[config.mk]
export PLATFORM = sky130hd
export DESIGN_NAME = ola_fir_top
export DESIGN_NICKNAME = d
export VERILOG_FILES = /design/src/rtl/ola_pkg.sv /design/src/rtl/ola_sample_buf.sv /design/src/rtl/ola_coef_bank.sv /design/src/rtl/ola_tail_store.sv /design/src/rtl/ola_mac.sv /design/src/rtl/ola_fir_top.sv
export SDC_FILE = /design/constraint.sdc
export NUM_CORES = 2
export LEC_CHECK = 0
export ABC_AREA = 0
export BUFFER_PORTS_ARGS = -buffer_cell sky130_fd_sc_hd__buf_4
export CORE_MARGIN = 8
export CORE_UTILIZATION = 25
export CTS_CLUSTER_DIAMETER = 50
export DETAILED_ROUTE_END_ITERATION = 7
export HOLD_SLACK_MARGIN = 0.1
export PLACE_DENSITY_LB_ADDON = 0.2
export SLEW_MARGIN = 20
export SYNTH_ARGS = -nofsm -noshare
export SYNTH_HDL_FRONTEND = slang
export SYNTH_SLANG_ARGS = --single-unit
[constraint.sdc]
create_clock -name clk -period 14.9 [get_ports clk]
set_clock_uncertainty 0.05 [all_clocks]
set_input_delay 0 -clock clk [delete_from_list [all_inputs] [get_ports clk]]
set_output_delay 0 -clock clk [all_outputs]
set_load 0.1 [all_outputs]
[src/rtl/ola_pkg.sv]
package ola_pkg;

  typedef enum logic {
    ST_LOAD = 1'b0,
    ST_CONV = 1'b1
  } ola_state_e;

  // Accumulator width that holds a full convolution sum without loss,
  // plus one guard bit for adding the carried tail.
  function automatic int ola_acc_bits(input int dw, input int cw, input int taps);
    return dw + cw + $clog2(taps) + 1;
  endfunction

endpackage

[src/rtl/ola_sample_buf.sv]
module ola_sample_buf #(
  parameter int DW    = 16,
  parameter int DEPTH = 64,
  localparam int AW   = $clog2(DEPTH)
) (
  input  logic                 clk,
  input  logic                 we,
  input  logic [AW-1:0]        waddr,
  input  logic signed [DW-1:0] wdata,
  input  logic [AW-1:0]        raddr,
  output logic signed [DW-1:0] rdata
);

  logic signed [DW-1:0] mem [DEPTH];

  always_ff @(posedge clk) begin
    if (we) mem[waddr] <= wdata;
  end

  assign rdata = mem[raddr];

endmodule

[src/rtl/ola_coef_bank.sv]
module ola_coef_bank #(
  parameter int CW   = 16,
  parameter int TAPS = 8,
  localparam int KW  = $clog2(TAPS)
) (
  input  logic                 clk,
  input  logic                 rst,
  input  logic                 we,
  input  logic [KW-1:0]        waddr,
  input  logic signed [CW-1:0] wdata,
  input  logic [KW-1:0]        raddr,
  output logic signed [CW-1:0] rdata
);

  logic signed [CW-1:0] tap_q [TAPS];

  for (genvar t = 0; t < TAPS; t++) begin : g_tap
    always_ff @(posedge clk) begin
      if (rst)                            tap_q[t] <= '0;
      else if (we && waddr == KW'(t))     tap_q[t] <= wdata;
    end
  end

  assign rdata = tap_q[raddr];

endmodule

[src/rtl/ola_tail_store.sv]
module ola_tail_store #(
  parameter int ACCW  = 32,
  parameter int DEPTH = 7,
  localparam int AW   = (DEPTH > 1) ? $clog2(DEPTH) : 1
) (
  input  logic                   clk,
  input  logic                   rst,
  input  logic                   we,
  input  logic [AW-1:0]          waddr,
  input  logic signed [ACCW-1:0] wdata,
  input  logic [AW-1:0]          raddr,
  output logic signed [ACCW-1:0] rdata
);

  logic signed [ACCW-1:0] tail_q [DEPTH];

  for (genvar t = 0; t < DEPTH; t++) begin : g_slot
    always_ff @(posedge clk) begin
      if (rst)                          tail_q[t] <= '0;
      else if (we && waddr == AW'(t))   tail_q[t] <= wdata;
    end
  end

  assign rdata = tail_q[raddr];

endmodule

[src/rtl/ola_mac.sv]
module ola_mac #(
  parameter int DW   = 16,
  parameter int CW   = 16,
  parameter int ACCW = 36
) (
  input  logic                   clk,
  input  logic                   rst,
  input  logic                   step,
  input  logic                   restart,
  input  logic signed [DW-1:0]   x,
  input  logic signed [CW-1:0]   h,
  output logic signed [ACCW-1:0] acc_q,
  output logic signed [ACCW-1:0] sum_d
);

  function automatic logic signed [ACCW-1:0] mul_ext(
    input logic signed [DW-1:0] a,
    input logic signed [CW-1:0] b
  );
    logic signed [ACCW-1:0] ea;
    logic signed [ACCW-1:0] eb;
    ea = ACCW'(a);
    eb = ACCW'(b);
    return ea * eb;
  endfunction

  assign sum_d = acc_q + mul_ext(x, h);

  always_ff @(posedge clk) begin
    if (rst)       acc_q <= '0;
    else if (step) acc_q <= restart ? '0 : sum_d;
  end

endmodule

[src/rtl/ola_fir_top.sv]
module ola_fir_top
  import ola_pkg::*;
#(
  parameter int SEG_LEN = 64,
  parameter int TAPS    = 8,
  parameter int DATA_W  = 16,
  parameter int COEF_W  = 16,
  parameter int OUT_W   = 16,
  localparam int KW     = $clog2(TAPS)
) (
  input  logic                     clk,
  input  logic                     rst,
  input  logic                     in_valid,
  output logic                     in_ready,
  input  logic signed [DATA_W-1:0] in_data,
  input  logic                     coef_we,
  input  logic [KW-1:0]            coef_addr,
  input  logic signed [COEF_W-1:0] coef_data,
  output logic                     out_valid,
  output logic signed [OUT_W-1:0]  out_data
);

  localparam int ACCW   = ola_acc_bits(DATA_W, COEF_W, TAPS);
  localparam int AW     = $clog2(SEG_LEN);
  localparam int LAST_N = SEG_LEN + TAPS - 2;
  localparam int NW     = $clog2(LAST_N + 1);
  localparam int TDEPTH = TAPS - 1;
  localparam int TAW    = (TDEPTH > 1) ? $clog2(TDEPTH) : 1;

  localparam logic signed [ACCW-1:0] OMAX = ACCW'((64'sd1 <<< (OUT_W - 1)) - 64'sd1);
  localparam logic signed [ACCW-1:0] OMIN = -OMAX - ACCW'(1);

  function automatic logic signed [OUT_W-1:0] clip(input logic signed [ACCW-1:0] v);
    if (v > OMAX)      return OUT_W'(OMAX);
    else if (v < OMIN) return OUT_W'(OMIN);
    else               return OUT_W'(v);
  endfunction

  ola_state_e       state_q;
  logic [AW-1:0]    wr_idx_q;
  logic [NW-1:0]    n_q;
  logic [KW-1:0]    k_q;

  // Named internal events, also observed by the bound checker.
  logic accept;
  logic seg_full;
  logic tap_last;
  logic emit;
  logic tail_wr;
  logic seg_done;

  logic [NW:0]              diff_u;
  logic                     in_seg;
  logic signed [DATA_W-1:0] x_rd;
  logic signed [DATA_W-1:0] x_eff;
  logic signed [COEF_W-1:0] h_rd;
  logic signed [ACCW-1:0]   acc_q;
  logic signed [ACCW-1:0]   sum_d;
  logic signed [ACCW-1:0]   tail_rd;
  logic                     with_tail;
  logic signed [ACCW-1:0]   final_d;

  assign in_ready = (state_q == ST_LOAD);
  assign accept   = in_valid && in_ready;
  assign seg_full = accept && (wr_idx_q == AW'(SEG_LEN - 1));
  assign tap_last = (state_q == ST_CONV) && (k_q == KW'(TAPS - 1));
  assign emit     = tap_last && (n_q <  NW'(SEG_LEN));
  assign tail_wr  = tap_last && (n_q >= NW'(SEG_LEN));
  assign seg_done = tap_last && (n_q == NW'(LAST_N));

  // Sample position n-k inside the current segment, if any.
  assign diff_u = {1'b0, n_q} - (NW + 1)'(k_q);
  assign in_seg = ({1'b0, n_q} >= (NW + 1)'(k_q)) && (diff_u < (NW + 1)'(SEG_LEN));
  assign x_eff  = in_seg ? x_rd : '0;

  ola_sample_buf #(.DW(DATA_W), .DEPTH(SEG_LEN)) u_buf (
    .clk   (clk),
    .we    (accept),
    .waddr (wr_idx_q),
    .wdata (in_data),
    .raddr (diff_u[AW-1:0]),
    .rdata (x_rd)
  );

  ola_coef_bank #(.CW(COEF_W), .TAPS(TAPS)) u_coef (
    .clk   (clk),
    .rst   (rst),
    .we    (coef_we),
    .waddr (coef_addr),
    .wdata (coef_data),
    .raddr (k_q),
    .rdata (h_rd)
  );

  ola_mac #(.DW(DATA_W), .CW(COEF_W), .ACCW(ACCW)) u_mac (
    .clk     (clk),
    .rst     (rst),
    .step    (state_q == ST_CONV),
    .restart (tap_last),
    .x       (x_eff),
    .h       (h_rd),
    .acc_q   (acc_q),
    .sum_d   (sum_d)
  );

  ola_tail_store #(.ACCW(ACCW), .DEPTH(TDEPTH)) u_tail (
    .clk   (clk),
    .rst   (rst),
    .we    (tail_wr),
    .waddr (TAW'(n_q - NW'(SEG_LEN))),
    .wdata (sum_d),
    .raddr (TAW'(n_q)),
    .rdata (tail_rd)
  );

  assign with_tail = (n_q < NW'(TDEPTH));
  assign final_d   = sum_d + (with_tail ? tail_rd : '0);

  always_ff @(posedge clk) begin
    if (rst) begin
      state_q   <= ST_LOAD;
      wr_idx_q  <= '0;
      n_q       <= '0;
      k_q       <= '0;
      out_valid <= 1'b0;
      out_data  <= '0;
    end else begin
      out_valid <= emit;
      if (emit) out_data <= clip(final_d);
      unique case (state_q)
        ST_LOAD: begin
          if (accept) begin
            wr_idx_q <= seg_full ? '0 : wr_idx_q + AW'(1);
            if (seg_full) begin
              state_q <= ST_CONV;
              n_q     <= '0;
              k_q     <= '0;
            end
          end
        end
        ST_CONV: begin
          if (tap_last) begin
            k_q <= '0;
            if (seg_done) begin
              state_q <= ST_LOAD;
              n_q     <= '0;
            end else begin
              n_q <= n_q + NW'(1);
            end
          end else begin
            k_q <= k_q + KW'(1);
          end
        end
        default: state_q <= ST_LOAD;
      endcase
    end
  end

endmodule

### Yosys cells after proc, flatten, opt, wreduce, memory -nomap -nowiden

Memory sizes are Yosys's and may differ from the RTL's. A register that Yosys moved wholly into a read port is not among the register bits.
Cells that the tools add are included.

* $add $sub $neg: 7
* $mul: 1
* $lt $le $gt $ge: 7
* equality and inequality tests: 19
* muxes and demuxes: 88
* bitwise logic cells: 16
* reductions and logical operators: 27

Operators by type and width (number)
* $mux W36: 9
* $mux W16: 11
* $add A36 B36 Y36: 2
* $mux W1: 53
* $gt A36 B16 Y1 const B: 1
* $lt A36 B16 Y1 const B: 1
* $mul A16 B16 Y32: 1
* $mux W7: 4
* $eq A3 B3 Y1 const B: 8
* $logic_and A1 B1 Y1: 22
* $mux W3: 7
* $or A1 B1 Y1: 15
* $pmux W7 S2: 1
* $eq A3 B2 Y1 const B: 4
* $lt A8 B7 Y1 const B: 1
* $sub A7 B3 Y8: 1
* $add A7 B1 Y7 const B: 1
* $eq A7 B7 Y1 const B: 1
* $ge A7 B3 Y1: 1
* $ge A7 B7 Y1 const B: 1
* $lt A7 B3 Y1 const B: 1
* $lt A7 B7 Y1 const B: 1
* $add A6 B1 Y6 const B: 1
* $eq A3 B1 Y1 const B: 2
* other kinds (11): 15

* register bits after elaboration: 70
* RAM bits: 1404
* input port bits: 39
* word-level logic and storage cells: 175
* memories kept: 3

Memories
* u_buf.mem: words 64, width 16, rd ports 1, clocked after Yosys merged registers in 0, write ports 1, line ola_sample_buf.sv:14 `logic signed [DW-1:0] mem [DEPTH];`
* u_tail.tail_q: words 7, width 36, rd ports 1, clocked after Yosys merged registers in 1, write ports 7, line ola_tail_store.sv:15 `logic signed [ACCW-1:0] tail_q [DEPTH];`
* u_coef.tap_q: words 8, width 16, rd ports 1, clocked after Yosys merged registers in 1, write ports 8, line ola_coef_bank.sv:15 `logic signed [CW-1:0] tap_q [TAPS];`

### Depth between registers and ports, before layout

* depth in word-level cells: 10
* gate-level depth with buffers: 61

### Hierarchy

From an unflattened synthesis, not the netlist that was laid out.

* cells, all modules: 4939
* area total of the unflattened synthesis: 74088.6 sq um

By module, submodules not included
* ola_sample_buf: instances 1, cells each 1813, area an instance 39721.8 sq um, seq. area each 30749.5 sq um
* ola_mac: instances 1, cells each 1416, area an instance 12973.7 sq um, seq. area each 720.7 sq um
* ola_tail_store: instances 1, cells each 796, area an instance 11479.8 sq um, seq. area each 7567.3 sq um
* ola_coef_bank: instances 1, cells each 374, area an instance 5841.9 sq um, seq. area each 3843.7 sq um
* ola_fir_top: instances 1, cells each 540, area an instance 4071.4 sq um, seq. area each 680.7 sq um

### Worst setup path after synthesis

OpenSTA, ideal clock, no wires.

* path type: reg2reg
* start point: register n_q[0]
* end point: register out_data[10]
* arrival: 13.257 ns
* data required time: 14.769 ns
* setup slack: 1.513 ns
* cell stages (with the launch flop): 58
* cell sequence: dfxtp_1 > inv_1 > ha_1 > fa_1 > clkbuf_1 > clkbuf_1 > clkbuf_1 > clkbuf_1 > mux4_2 > mux4_2 > mux2i_1 > nand2_1 > o211ai_1 > buf_2 > nor2_1 > fa_1 > inv_1 > fa_1 > [22 not listed] > a21o_1 > xnor2_1 > inv_1 > ha_1 > buf_2 > and4_1 > nand3_1 > or3_1 > o221ai_1 > a21oi_1 > o21ai_2 > xor2_1 > and4_1 > nand4b_1 > o41ai_4 > buf_6 > nand2_1 > a211oi_2

* cells in the longest elaborated chain, start to end: 10

Ends and longest elaborated chain
* from (decl): line ola_fir_top.sv:41 `logic [NW-1:0] n_q;`
* from (signal assigned): line ola_fir_top.sv:148 `n_q <= n_q + NW'(1);`
* branches (longest 3 deep; another with $mem_v2 Z64 W16)
* $mux W16 (*): line ola_fir_top.sv:74 `assign x_eff = in_seg ? x_rd : '0;`
* $mul A16 B16 Y32 (*): line ola_mac.sv:24 `return ea * eb;`
* $add A36 B36 Y36 (*): line ola_mac.sv:27 `assign sum_d = acc_q + mul_ext(x, h);`
* net sum_d[22]: line ola_fir_top.sv:58 `logic signed [ACCW-1:0] sum_d;`
* $add A36 B36 Y36 (*): line ola_fir_top.sv:117 `assign final_d = sum_d + (with_tail ? tail_rd : '0);`
* $lt A36 B16 Y1: line ola_fir_top.sv:35 `else if (v < OMIN) return OUT_W'(OMIN);`
* $mux W16: line ola_fir_top.sv:35
* $mux W16 (*): line ola_fir_top.sv:34 `if (v > OMAX) return OUT_W'(OMAX);`
* to (signal assigned): line ola_fir_top.sv:129 `if (emit) out_data <= clip(final_d);`
* to (decl): line ola_fir_top.sv:20 `output logic signed [OUT_W-1:0] out_data`

Mark *: on every way through the listed nets, which the timed path passes.
A chain may end at the register's enable or synchronous reset.

### Worst setup path in the final report

* start point: register n_q[0]
* end point: register out_data[1]

The elaborated chain is that of the path after synthesis.

==> impl_metrics.env <==
export IMPL_gp_congestion=0.799
export IMPL_synth_avg_cell_area_um2=15.5
export IMPL_drt_wl_total_um=213000
export IMPL_place_inst=8504
export IMPL_relSlewSlack_pct=30.5
export IMPL_synth_nets=5145
export IMPL_vias_per_cell=4.56
export IMPL_drc_errors=0
export IMPL_worstSetupStartpointType="register"
export IMPL_yosys_warnings=0
export IMPL_path_clk_slew_ns=0.06
export IMPL_grt_overflow=0
export IMPL_worstSetupPathType="register to register"
export IMPL_min_path_type="input port to register"
export IMPL_hold_viol=0
export IMPL_status="finished clean"
export IMPL_numCtsBuffers=196
export IMPL_required_ns=15.61
export IMPL_clock_latency_ns=0.87
export IMPL_synth_async_reset_ratio_pct=0
export IMPL_die_w_um=554
export IMPL_drive_gt1_share_pct=22.4
export IMPL_clock_sinks=1480
export IMPL_synth_edff_count=1404
export IMPL_synthFlopType="edfxtp_1"
export IMPL_holdPathStages=3
export IMPL_detail_route_iter0_violations=3207
export IMPL_finalSetupViolCount=0
export IMPL_synth_top_cells_by_area="edfxtp_1 58%, mux4_2 12%, fa_1 7.3%"
export IMPL_cts_tree="yes"
export IMPL_synth_cell_types=86
export IMPL_dieArea_mm2=0.307
export IMPL_ff2ff_path_depth=56
export IMPL_synth_area_leader_cell="edfxtp_1"
export IMPL_ios=57
export IMPL_fin_nets=5464
export IMPL_synth_cells=4674
export IMPL_slew_violations=0
export IMPL_whs_ns=0.177
export IMPL_dp_hpwl_um=131000
export IMPL_tightest_slew_ns=1.04
export IMPL_area_growth_pct=18.5
export IMPL_endpoint_kind="register"
export IMPL_die_h_um=554
export IMPL_grt_use_total_pct=13.5
export IMPL_clockBufferDepth=4
export IMPL_start_util_pct=25.1
export IMPL_io_buffers=56
export IMPL_core_mm2=0.288
export IMPL_drt_first_pass_iters=5
export IMPL_synth_area_mm2=0.0724
export IMPL_ys_seq_elements=1480
export IMPL_drv_cap=0
export IMPL_grt_max_degree=65
export IMPL_grt_pass1_vias=43064
export IMPL_clockRootBuffer="clkbuf_16"
export IMPL_antenna_found_initial=14
export IMPL_layout_min_cycle_time_ns=14.25
export IMPL_synth_top_cell_area_share_pct=58.2
export IMPL_worst_endpoint_arrival_ns=14.96
export IMPL_vias=40690
export IMPL_slowest_delay_ns=0.97
export IMPL_ys_seq_area_share_pct=60.3
export IMPL_htree_levels=4
export IMPL_slowest_stage="fa_4"
export IMPL_max_freq_mhz=70.2
export IMPL_final_cells=8927
export IMPL_fin_crit_sh_pct=95.6
export IMPL_rows=197
export IMPL_crit_fanout=23
export IMPL_ant_nets=0
export IMPL_wl_per_cell_um=23.8
export IMPL_grt_pass1_wl_um=307000
export IMPL_crit_top_cell="inv_1"
-- flip-flops by register name (all words and copies together) (netlist names), named ones only --
signal / count
state_q: 1
out_valid: 1
wr_idx_q: 6
u_buf.mem: 1024
out_data: 16
u_mac.acc_q: 36
k_q: 3
u_tail.tail_q: 252
u_coef.tap_q: 128
n_q: 7
-- through the flow --
step	utilization, %	area, um2	setup slack [ns]	setup TNS (ns)
2_1_floorplan	-	72400	1.51	0
3_3_place_gp	27.4	78900	0.0534	0
3_5_place_dp	27.4	78900	-0.135	-0.628
4_1_cts	29.7	85600	0.0341	0
5_1_grt	29.8	85900	-0.0257	-0.0257
6_report	29.8	85900	0.648	0
-- synthesized netlist by cell type, drive strengths merged, types with 25 or more instances --
library cell	number
xnor2	74
fa	265
xor2	38
or2	26
mux4	388
nand3	32
nor2	590
inv	357
a21o	36
mux2i	102
a211oi	25
clkbuf	140
nand2	165
edfxtp	1404
nand2b	71
o21ai	97
a22oi	30
dfxtp	76
nor2b	57
buf	75
and2	131
a21oi	91
ha	167
-- cell type report --
type                            instances  area, um2
Antenna cell                            5       12.5
Sequential cell                      1480      43700
Fill cell                           28598     202000
Clock buffer                          222       5040
Inverter                              358       1340
Timing Repair Buffer                  336       2950
Tap cell                             3781       4730
Multi-Input combinational cell       2621      27000
Clock inverter                        124       1070
-- layout by cell type, fill, tap and decap left out, types with 15 or more instances in the layout --
cell type and instances:
nor2_2 60, a21oi_1 90, nor2_1 523, clkinv_2 26
and2_1 131, clkbuf_16 200, o21ai_0 83, edfxtp_1 1404
or2_2 26, nor3_1 19, nor2b_1 57, inv_6 15
mux2i_1 97, buf_4 256, xor2_1 37, clkinv_4 18
mux4_2 388, nand2_1 163, mux2_2 23, inv_1 357
dlygate4sd3_1 58, nand3_1 26, a22oi_1 30, ha_1 164
a21o_1 35, dfxtp_1 71, fa_1 264, o211ai_1 17
xnor2_1 67, o21bai_1 16, o21a_1 19, clkinv_1 35
clkbuf_1 23, nand2b_1 70
-- kinds of logic (layout without fill, tap and decap cells) --
family | after synthesis | count (layout) | synth area share [%]
AO/OA/AOI/OAI | 413 | 413 | 3.92
XOR/XNOR | 113 | 113 | 1.39
adder cells (fa/ha/maj) | 432 | 432 | 10.2
buffers and inverters | 573 | 1040 | 3.05
flip-flops | 1480 | 1480 | 60.3
multiplexers | 513 | 513 | 13.8
other | 0 | 5 | 0
AND/OR/NAND/NOR | 1150 | 1150 | 7.31
-- critical path, delay by kind of cell, from the launching register on --
family	cells	cell delay [ns]
simple gates	8	1.52
xor+xnor	4	1.09
compound gates	17	3.42
mux	3	1.22
buf+inv	13	1.71
flops	1	0.41
fa+ha+maj	11	4.76
-- final timing paths --
kind	startpoint	endpoint	slack, ns
max reg2reg	n_q[0]	out_data[1]	0.65
max	n_q[0]	out_data[1]	0.65
min	coef_data[8]	u_coef.tap_q[2][8]	0.18
min reg2reg	u_mac.acc_q[32]	u_mac.acc_q[32]	0.43
-- metal layers --
layer | vias to the layer above | global-route usage [%] | part of all wire (%)
li1 | 17986 | - | -
met1 | 21456 | 18.4 | 45
met2 | 927 | 22.4 | 48
met3 | 315 | 1.90 | 4.4
met4 | 6 | 3.78 | 2.8
met5 | - | 0 | 0.015
-- timing repair --
| action | CTS | global route |
|---|---|---|
| hold endpoints to repair | 1301 | 0 |
| setup buffers | 0 | 11 |
| cloned | 0 | 3 |
| setup endpoints to repair | 15 | 16 |
| pin swaps | 0 | 6 |
| resized for setup | 2 | 24 |
| hold buffers | 58 | 0 |
Power is not shown: default switching activity piles up to over one toggle a cycle in this logic, so the estimate is an artifact.
